`src/rtl/irq_hub_pkg.sv`:
```
package irq_hub_pkg;
  localparam int unsigned MAP_REQ   = 0;
  localparam int unsigned MAP_ENA   = 1;
  localparam int unsigned MAP_PEND  = 2;
  localparam int unsigned MAP_TRIG  = 3;
  localparam int unsigned MAP_CLR   = 4;
  localparam int unsigned MAP_ALLOW = 6;

  typedef struct packed {
    logic trig;
    logic clr;
    logic ena;
    logic allow;
  } wr_strb_t;
endpackage

```
`src/rtl/irq_rst_sync.sv`:
```
module irq_rst_sync #(
  parameter int unsigned STAGES = 2
) (
  input  logic clk,
  input  logic rst_n,
  output logic rst_sync_n
);
  logic [STAGES-1:0] sync_q;
  logic [STAGES-1:0] sync_d;

  always_comb begin
    sync_d = {sync_q[STAGES-2:0], 1'b1};
  end

  always_ff @(posedge clk or negedge rst_n) begin
    if (!rst_n) sync_q <= '0;
    else        sync_q <= sync_d;
  end

  assign rst_sync_n = sync_q[STAGES-1];
endmodule

```
`src/rtl/irq_bus_if.sv`:
```
module irq_bus_if
  import irq_hub_pkg::*;
#(
  parameter int unsigned ADDR_W = 3,
  parameter int unsigned DATA_W = 8
) (
  input  logic              clk,
  input  logic              rst_n,
  input  logic              bus_sel,
  input  logic [ADDR_W-1:0] bus_addr,
  input  logic              bus_wr,
  input  logic              bus_rd,
  input  logic [DATA_W-1:0] bus_wdata,
  input  logic [DATA_W-1:0] req_q,
  input  logic [DATA_W-1:0] pend,
  output logic [DATA_W-1:0] ier_q,
  output wr_strb_t          strb,
  output logic [DATA_W-1:0] bus_rdata
);
  localparam logic [ADDR_W-1:0] L_REQ   = ADDR_W'(MAP_REQ);
  localparam logic [ADDR_W-1:0] L_ENA   = ADDR_W'(MAP_ENA);
  localparam logic [ADDR_W-1:0] L_PEND  = ADDR_W'(MAP_PEND);
  localparam logic [ADDR_W-1:0] L_TRIG  = ADDR_W'(MAP_TRIG);
  localparam logic [ADDR_W-1:0] L_CLR   = ADDR_W'(MAP_CLR);
  localparam logic [ADDR_W-1:0] L_ALLOW = ADDR_W'(MAP_ALLOW);

  logic              wr_hit;
  logic              rd_en;
  logic [DATA_W-1:0] ier_d;
  logic [DATA_W-1:0] rd_mux;
  logic [DATA_W-1:0] rdata_d;
  logic [DATA_W-1:0] rdata_q;

  always_comb begin
    wr_hit     = bus_sel & bus_wr;
    strb.trig  = wr_hit && (bus_addr == L_TRIG);
    strb.clr   = wr_hit && (bus_addr == L_CLR);
    strb.ena   = wr_hit && (bus_addr == L_ENA);
    strb.allow = wr_hit && (bus_addr == L_ALLOW) && bus_wdata[0];
  end

  always_comb begin
    ier_d = strb.ena ? bus_wdata : ier_q;
  end

  always_ff @(posedge clk or negedge rst_n) begin
    if (!rst_n) ier_q <= '0;
    else        ier_q <= ier_d;
  end

  always_comb begin
    case (bus_addr)
      L_REQ:   rd_mux = req_q;
      L_ENA:   rd_mux = ier_q;
      L_PEND:  rd_mux = pend;
      default: rd_mux = '0;
    endcase
    rd_en   = bus_sel & bus_rd;
    rdata_d = rd_en ? rd_mux : rdata_q;
  end

  always_ff @(posedge clk or negedge rst_n) begin
    if (!rst_n) rdata_q <= '0;
    else        rdata_q <= rdata_d;
  end

  assign bus_rdata = rdata_q;


  ier_readback_chk: assert property (@(posedge clk) disable iff (!rst_n)
    (bus_sel && bus_wr && bus_addr == L_ENA) |=> (ier_q == $past(bus_wdata)));


  reserved_read_zero_chk: assert property (@(posedge clk) disable iff (!rst_n)
    (bus_sel && bus_rd && bus_addr > L_PEND) |=> (bus_rdata == '0));


  rdata_hold_chk: assert property (@(posedge clk) disable iff (!rst_n)
    !(bus_sel && bus_rd) |=> $stable(bus_rdata));
endmodule

```
`src/rtl/irq_req_bank.sv`:
```
module irq_req_bank
  import irq_hub_pkg::*;
#(
  parameter int unsigned NSRC = 8
) (
  input  logic            clk,
  input  logic            rst_n,
  input  logic [NSRC-1:0] src_req,
  input  wr_strb_t        strb,
  input  logic [NSRC-1:0] wdata,
  output logic [NSRC-1:0] req_q
);
  for (genvar gi = 0; gi < NSRC; gi++) begin : g_bit
    logic set_b;
    logic clr_b;
    logic bit_d;

    always_comb begin
      set_b = src_req[gi] | (strb.trig & wdata[gi]);
      clr_b = strb.clr & wdata[gi];
      if (set_b)      bit_d = 1'b1;
      else if (clr_b) bit_d = 1'b0;
      else            bit_d = req_q[gi];
    end

    always_ff @(posedge clk or negedge rst_n) begin
      if (!rst_n) req_q[gi] <= 1'b0;
      else        req_q[gi] <= bit_d;
    end


    src_sets_chk: assert property (@(posedge clk) disable iff (!rst_n)
      src_req[gi] |=> req_q[gi]);


    sticky_chk: assert property (@(posedge clk) disable iff (!rst_n)
      (req_q[gi] && !(strb.clr && wdata[gi])) |=> req_q[gi]);


    clear_drops_chk: assert property (@(posedge clk) disable iff (!rst_n)
      (strb.clr && wdata[gi] && !src_req[gi]) |=> !req_q[gi]);
  end
endmodule

```
`src/rtl/irq_gate.sv`:
```
module irq_gate #(
  parameter int unsigned NSRC = 8
) (
  input  logic            clk,
  input  logic            rst_n,
  input  logic [NSRC-1:0] req_q,
  input  logic [NSRC-1:0] ier_q,
  input  logic            allow_set,
  input  logic            cpu_ack,
  output logic [NSRC-1:0] pend,
  output logic            cpu_irq
);
  logic allow_q;
  logic allow_d;
  logic group_req;

  always_comb begin
    pend      = req_q & ier_q;
    group_req = |pend;
    if (cpu_ack)        allow_d = 1'b0;
    else if (allow_set) allow_d = 1'b1;
    else                allow_d = allow_q;
  end

  always_ff @(posedge clk or negedge rst_n) begin
    if (!rst_n) allow_q <= 1'b1;
    else        allow_q <= allow_d;
  end

  assign cpu_irq = group_req & allow_q;


  ack_drops_chk: assert property (@(posedge clk) disable iff (!rst_n)
    cpu_ack |=> !cpu_irq);


  allow_restore_chk: assert property (@(posedge clk) disable iff (!rst_n)
    (allow_set && !cpu_ack) |=> allow_q);


  no_pend_quiet_chk: assert property (@(posedge clk) disable iff (!rst_n)
    (ier_q == '0) |-> !cpu_irq);
endmodule

```
`src/rtl/irq_hub.sv`:
```
module irq_hub
  import irq_hub_pkg::*;
#(
  parameter int unsigned ADDR_W    = 3,
  parameter int unsigned NSRC      = 8,
  parameter int unsigned RST_STAGE = 2
) (
  input  logic              clk,
  input  logic              rst_n,
  input  logic              bus_sel,
  input  logic [ADDR_W-1:0] bus_addr,
  input  logic              bus_wr,
  input  logic              bus_rd,
  input  logic [NSRC-1:0]   bus_wdata,
  output logic [NSRC-1:0]   bus_rdata,
  input  logic [NSRC-1:0]   src_req,
  input  logic              cpu_ack,
  output logic              cpu_irq
);
  logic            rst_int_n;
  logic [NSRC-1:0] req_q;
  logic [NSRC-1:0] ier_q;
  logic [NSRC-1:0] pend;
  wr_strb_t        strb;

  irq_rst_sync #(.STAGES(RST_STAGE)) u_rst (
    .clk        (clk),
    .rst_n      (rst_n),
    .rst_sync_n (rst_int_n)
  );

  irq_bus_if #(.ADDR_W(ADDR_W), .DATA_W(NSRC)) u_bus (
    .clk       (clk),
    .rst_n     (rst_int_n),
    .bus_sel   (bus_sel),
    .bus_addr  (bus_addr),
    .bus_wr    (bus_wr),
    .bus_rd    (bus_rd),
    .bus_wdata (bus_wdata),
    .req_q     (req_q),
    .pend      (pend),
    .ier_q     (ier_q),
    .strb      (strb),
    .bus_rdata (bus_rdata)
  );

  irq_req_bank #(.NSRC(NSRC)) u_req (
    .clk     (clk),
    .rst_n   (rst_int_n),
    .src_req (src_req),
    .strb    (strb),
    .wdata   (bus_wdata),
    .req_q   (req_q)
  );

  irq_gate #(.NSRC(NSRC)) u_gate (
    .clk       (clk),
    .rst_n     (rst_int_n),
    .req_q     (req_q),
    .ier_q     (ier_q),
    .allow_set (strb.allow),
    .cpu_ack   (cpu_ack),
    .pend      (pend),
    .cpu_irq   (cpu_irq)
  );
endmodule

```
`config.mk`:
```
export PLATFORM = sky130hd
export DESIGN_NAME = irq_hub
export DESIGN_NICKNAME = d
export VERILOG_FILES = /design/src/rtl/irq_hub_pkg.sv /design/src/rtl/irq_rst_sync.sv /design/src/rtl/irq_bus_if.sv /design/src/rtl/irq_req_bank.sv /design/src/rtl/irq_gate.sv /design/src/rtl/irq_hub.sv
export SDC_FILE = /design/constraint.sdc
export NUM_CORES = 1
export LEC_CHECK = 0
export BUFFER_PORTS_ARGS = -buffer_cell sky130_fd_sc_hd__buf_2
export CAP_MARGIN = 10
export CORE_ASPECT_RATIO = 1.25
export CORE_UTILIZATION = 52
export CTS_CLUSTER_DIAMETER = 30
export CTS_CLUSTER_SIZE = 40
export DETAILED_ROUTE_END_ITERATION = 8
export PLACE_DENSITY = 0.78
export SETUP_SLACK_MARGIN = 0.3
export SLEW_MARGIN = 20
export SYNTH_ARGS = -nofsm -noshare
export SYNTH_HDL_FRONTEND = slang
export SYNTH_SLANG_ARGS = --single-unit
export TNS_END_PERCENT = 100
```
`constraint.sdc`:
```
create_clock -name clk -period 1.3 [get_ports clk]
set_clock_uncertainty 0.15 [all_clocks]
set_input_delay 0.13 -clock clk [delete_from_list [all_inputs] [get_ports clk]]
set_output_delay 0.13 -clock clk [all_outputs]
set_load 0.02 [all_outputs]
```
==> flow_summary.ini <==
[run_status]
status = finished, violations left
violations = hold timing, setup timing

[sta]
final-hold-violation-count = 4
period_share_pct = 129.0
finalCriticalPeriod_ns = 1.678
fin_ws_ns = -0.3775
rsz0062_at_grt = yes
fmax_mhz = 596.1
finalSetupViolCount = 4
fin_hold_ws_ns = -0.1652
slew_violations = 0

[detailed_routing]
drt_pre_antenna_iters = 4
antenna_left = 0
drc = 0
initialDrtViolationCount = 105
wl_met2_mm = 2.906
dr_total_vias = 1569
met3_length_um = 524
top_layer_used = met4
wl_per_cell_um = 23.93
vias_per_cell = 6.592
routed_wl_mm = 5.695
wl_met1_mm = 1.919

[yosys]
syn_nets = 149
yosys.cell_types.count = 32
ys_ff_latch = 27
seq_area_frac_synth_pct = 48.00
netlist_top_cells_area = dfrtp_1 (46%), mux2_2 (6.4%), a2111o_1 (5.6%), a22o_1 (4.3%), a31o_2 (4.3%)
yosysTopAreaCellShare_pct = 46.14
synth_area_leader_cell = dfrtp_1
ys_warn_count = 0
synth_area_um2 = 1410
synth.avg_cell_area_um2 = 11.37
syn-instance-count = 124

[die]
initial_utilization_pct = 56.35
die_x_um = 48.58
rows = 20
core_um2 = 2502
dieArea_um2 = 2925
die_height_um = 60.22
ios = 34

[cells_and_area]
final_layout_size_suffix_gt1_share_pct = 52.20
final_nets = 231
fillers = 87
multi_input_area_um2 = 839.6
syn2layout_area_growth_pct = 64.95
seq_area_um2 = 676.9
num_antenna_cells = 0

[power]
ir_drop_v = 0.0009625
p_leak_nw = 1.085
powerDensity_nw_per_um2 = 931.8
finalPower_mw = 2.167

[clock_tree]
htreeDepth = 1
cts_tree = built
clk_pin_slew_ns = 0.15
ctsHoldBuffers = 16
clock_latency_ns = 0.36
numCtsBuffers = 3
cts.path.max_buffers = 2
cts_sinks = 27
cts_root_buffer = clkbuf_4

[global_routing]
grt_overflow = 0
grt_pass1_wl_mm = 7.762
grt_pass1_vias = 1519
grt_max_degree = 22
antenna_found_initial = 0
track_usage_pct = 37.42

[worst_setup_path]
crit_fanout = 2
crit_required_ns = 1.02
cp.arrival_ns = 1.40
crit_path_start_kind = register
end_kind = output port
crit_type = reg -> out
path_cells = a22oi_2, a41oi_4, buf_6
max_stage_delay_ns = 0.43
cp_slowest_cell = dfrtp_1

[job]
cap_violations = 0

[placed_design]
numPortBuffers = 33
routabilityCongestion = 0.8744
dp_hpwl_mm = 3.032

[min_path]
hp-class = in -> reg
## through the flow
| stage | instances | area (µm²) | setup TNS, ns | utilization (%) | worst slack [ns] |
|---|---|---|---|---|---|
| 2_1_floorplan | 124 | 1550 | -2.324 | - | -0.2553 |
| 3_3_place_gp | 201 | 1808 | -5.626 | 72.25 | -0.3677 |
| 3_5_place_dp | 201 | 1808 | -5.919 | 72.25 | -0.3928 |
| 4_1_cts | 230 | 2191 | -0.3523 | 87.55 | -0.3163 |
| 5_1_grt | 238 | 2326 | -0.6275 | 92.95 | -0.3881 |
| 6_report | 238 | 2326 | -0.5242 | 92.95 | -0.3775 |
## power breakdown
part	leakage [nW]	internal, mW	switching (mW)	total [mW]
clock network	0.0150	0.122	0.290	0.411
logic	0.760	0.418	0.311	0.729
registers	0.310	0.927	0.100	1.03
## cells in the mapped netlist
master,count
a2111o_1,7
a211oi_2,1
dfrtp_1,26
conb_1,1
nand2b_1,7
nor4_4,1
a21oi_1,2
nor2b_1,9
a22o_1,7
dfstp_2,1
nor2_1,9
nand4_1,1
inv_2,1
and3b_1,7
nand2_4,1
o31a_1,1
a2bb2oi_1,1
buf_6,1
or4b_1,1
a22oi_1,4
a21boi_0,1
a211o_1,1
a31o_2,7
buf_2,2
nand3b_1,2
nand3_1,7
mux2_2,8
inv_1,1
o21ai_0,1
nand2_1,1
a41oi_1,1
clkbuf_1,3
## critical path: cells and delay by family, from the launching register on
family | cells | cell delay, ns
flops | 1 | 0.43
buf+inv | 1 | 0.15
compound gates | 2 | 0.46
## sequential cells by signal, summed over array words and instances, names as in the netlist
register and count:
u_bus.bus_rdata 8, u_gate.allow_q 1, u_bus.ier_q 8, u_rst.sync_q 2, u_req.req_q 8
## worst paths after layout
path / cells past startpoint / startpoint / slack [ns] / end
setup / recovery: 3 / u_req.req_q[2] / -0.38 / cpu_irq
setup reg to reg: 3 / u_req.req_q[1] / -0.05 / u_req.req_q[1]
hold / removal: 2 / src_req[2] / -0.17 / u_req.req_q[2]
hold reg to reg: 0 / u_rst.sync_q[1] / 0.02 / u_bus.bus_rdata[3]
min in group asynchronous: 0 / u_rst.sync_q[1] / 0.02 / u_bus.bus_rdata[3]
max in group asynchronous: 3 / rst_n / 0.35 / u_rst.sync_q[0]
## layer usage
| layer | track usage, % | up-vias |
|---|---|---|
| li1 | - | 639 |
| met2 | 68.61 | 139 |
| met5 | 0 | - |
| met4 | 22.27 | 0 |
| met3 | 5.598 | 34 |
| met1 | 41.69 | 757 |
## layout make-up
type | count | area share (%)
multi-input cells | 89 | 36.09
flip-flops and latches | 27 | 29.10
well taps | 33 | 1.775
clock buffers | 4 | 1.130
inverters | 2 | 0.8607
repair buffers | 83 | 31.04
## cells in the final DEF, fill, tap and decap left out, drive strengths merged, types with 2 or more instances in the layout
cell type,count
a21oi,2
a31o,7
clkbuf,4
nand3,7
nand3b,2
nand2,2
mux2,8
a2111o,7
inv,2
nor2,9
nand2b,7
a22oi,4
and3b,7
a22o,7
dfrtp,26
dlygate4sd3,15
nor2b,9
buf,67
## cell families (layout without fill, tap and decap cells)
logic type      Yosys count  in the layout  synth area share (%)
simple gates             46             46                 21.12
mux                       8              8                 6.389
other cells               1              1                0.2659
buf+inv                   8             89                 2.839
compound gates           34             34                 21.38
flops                    27             27                 48.00
## what timing repair did
item	CTS	global route
hold endpoints to repair	19	4
pin swaps	8	10
buffers inserted	9	8
setup endpoints to repair	33	34
gates resized for setup	39	15
No activity file was read; power rests on OpenSTA's default activity.
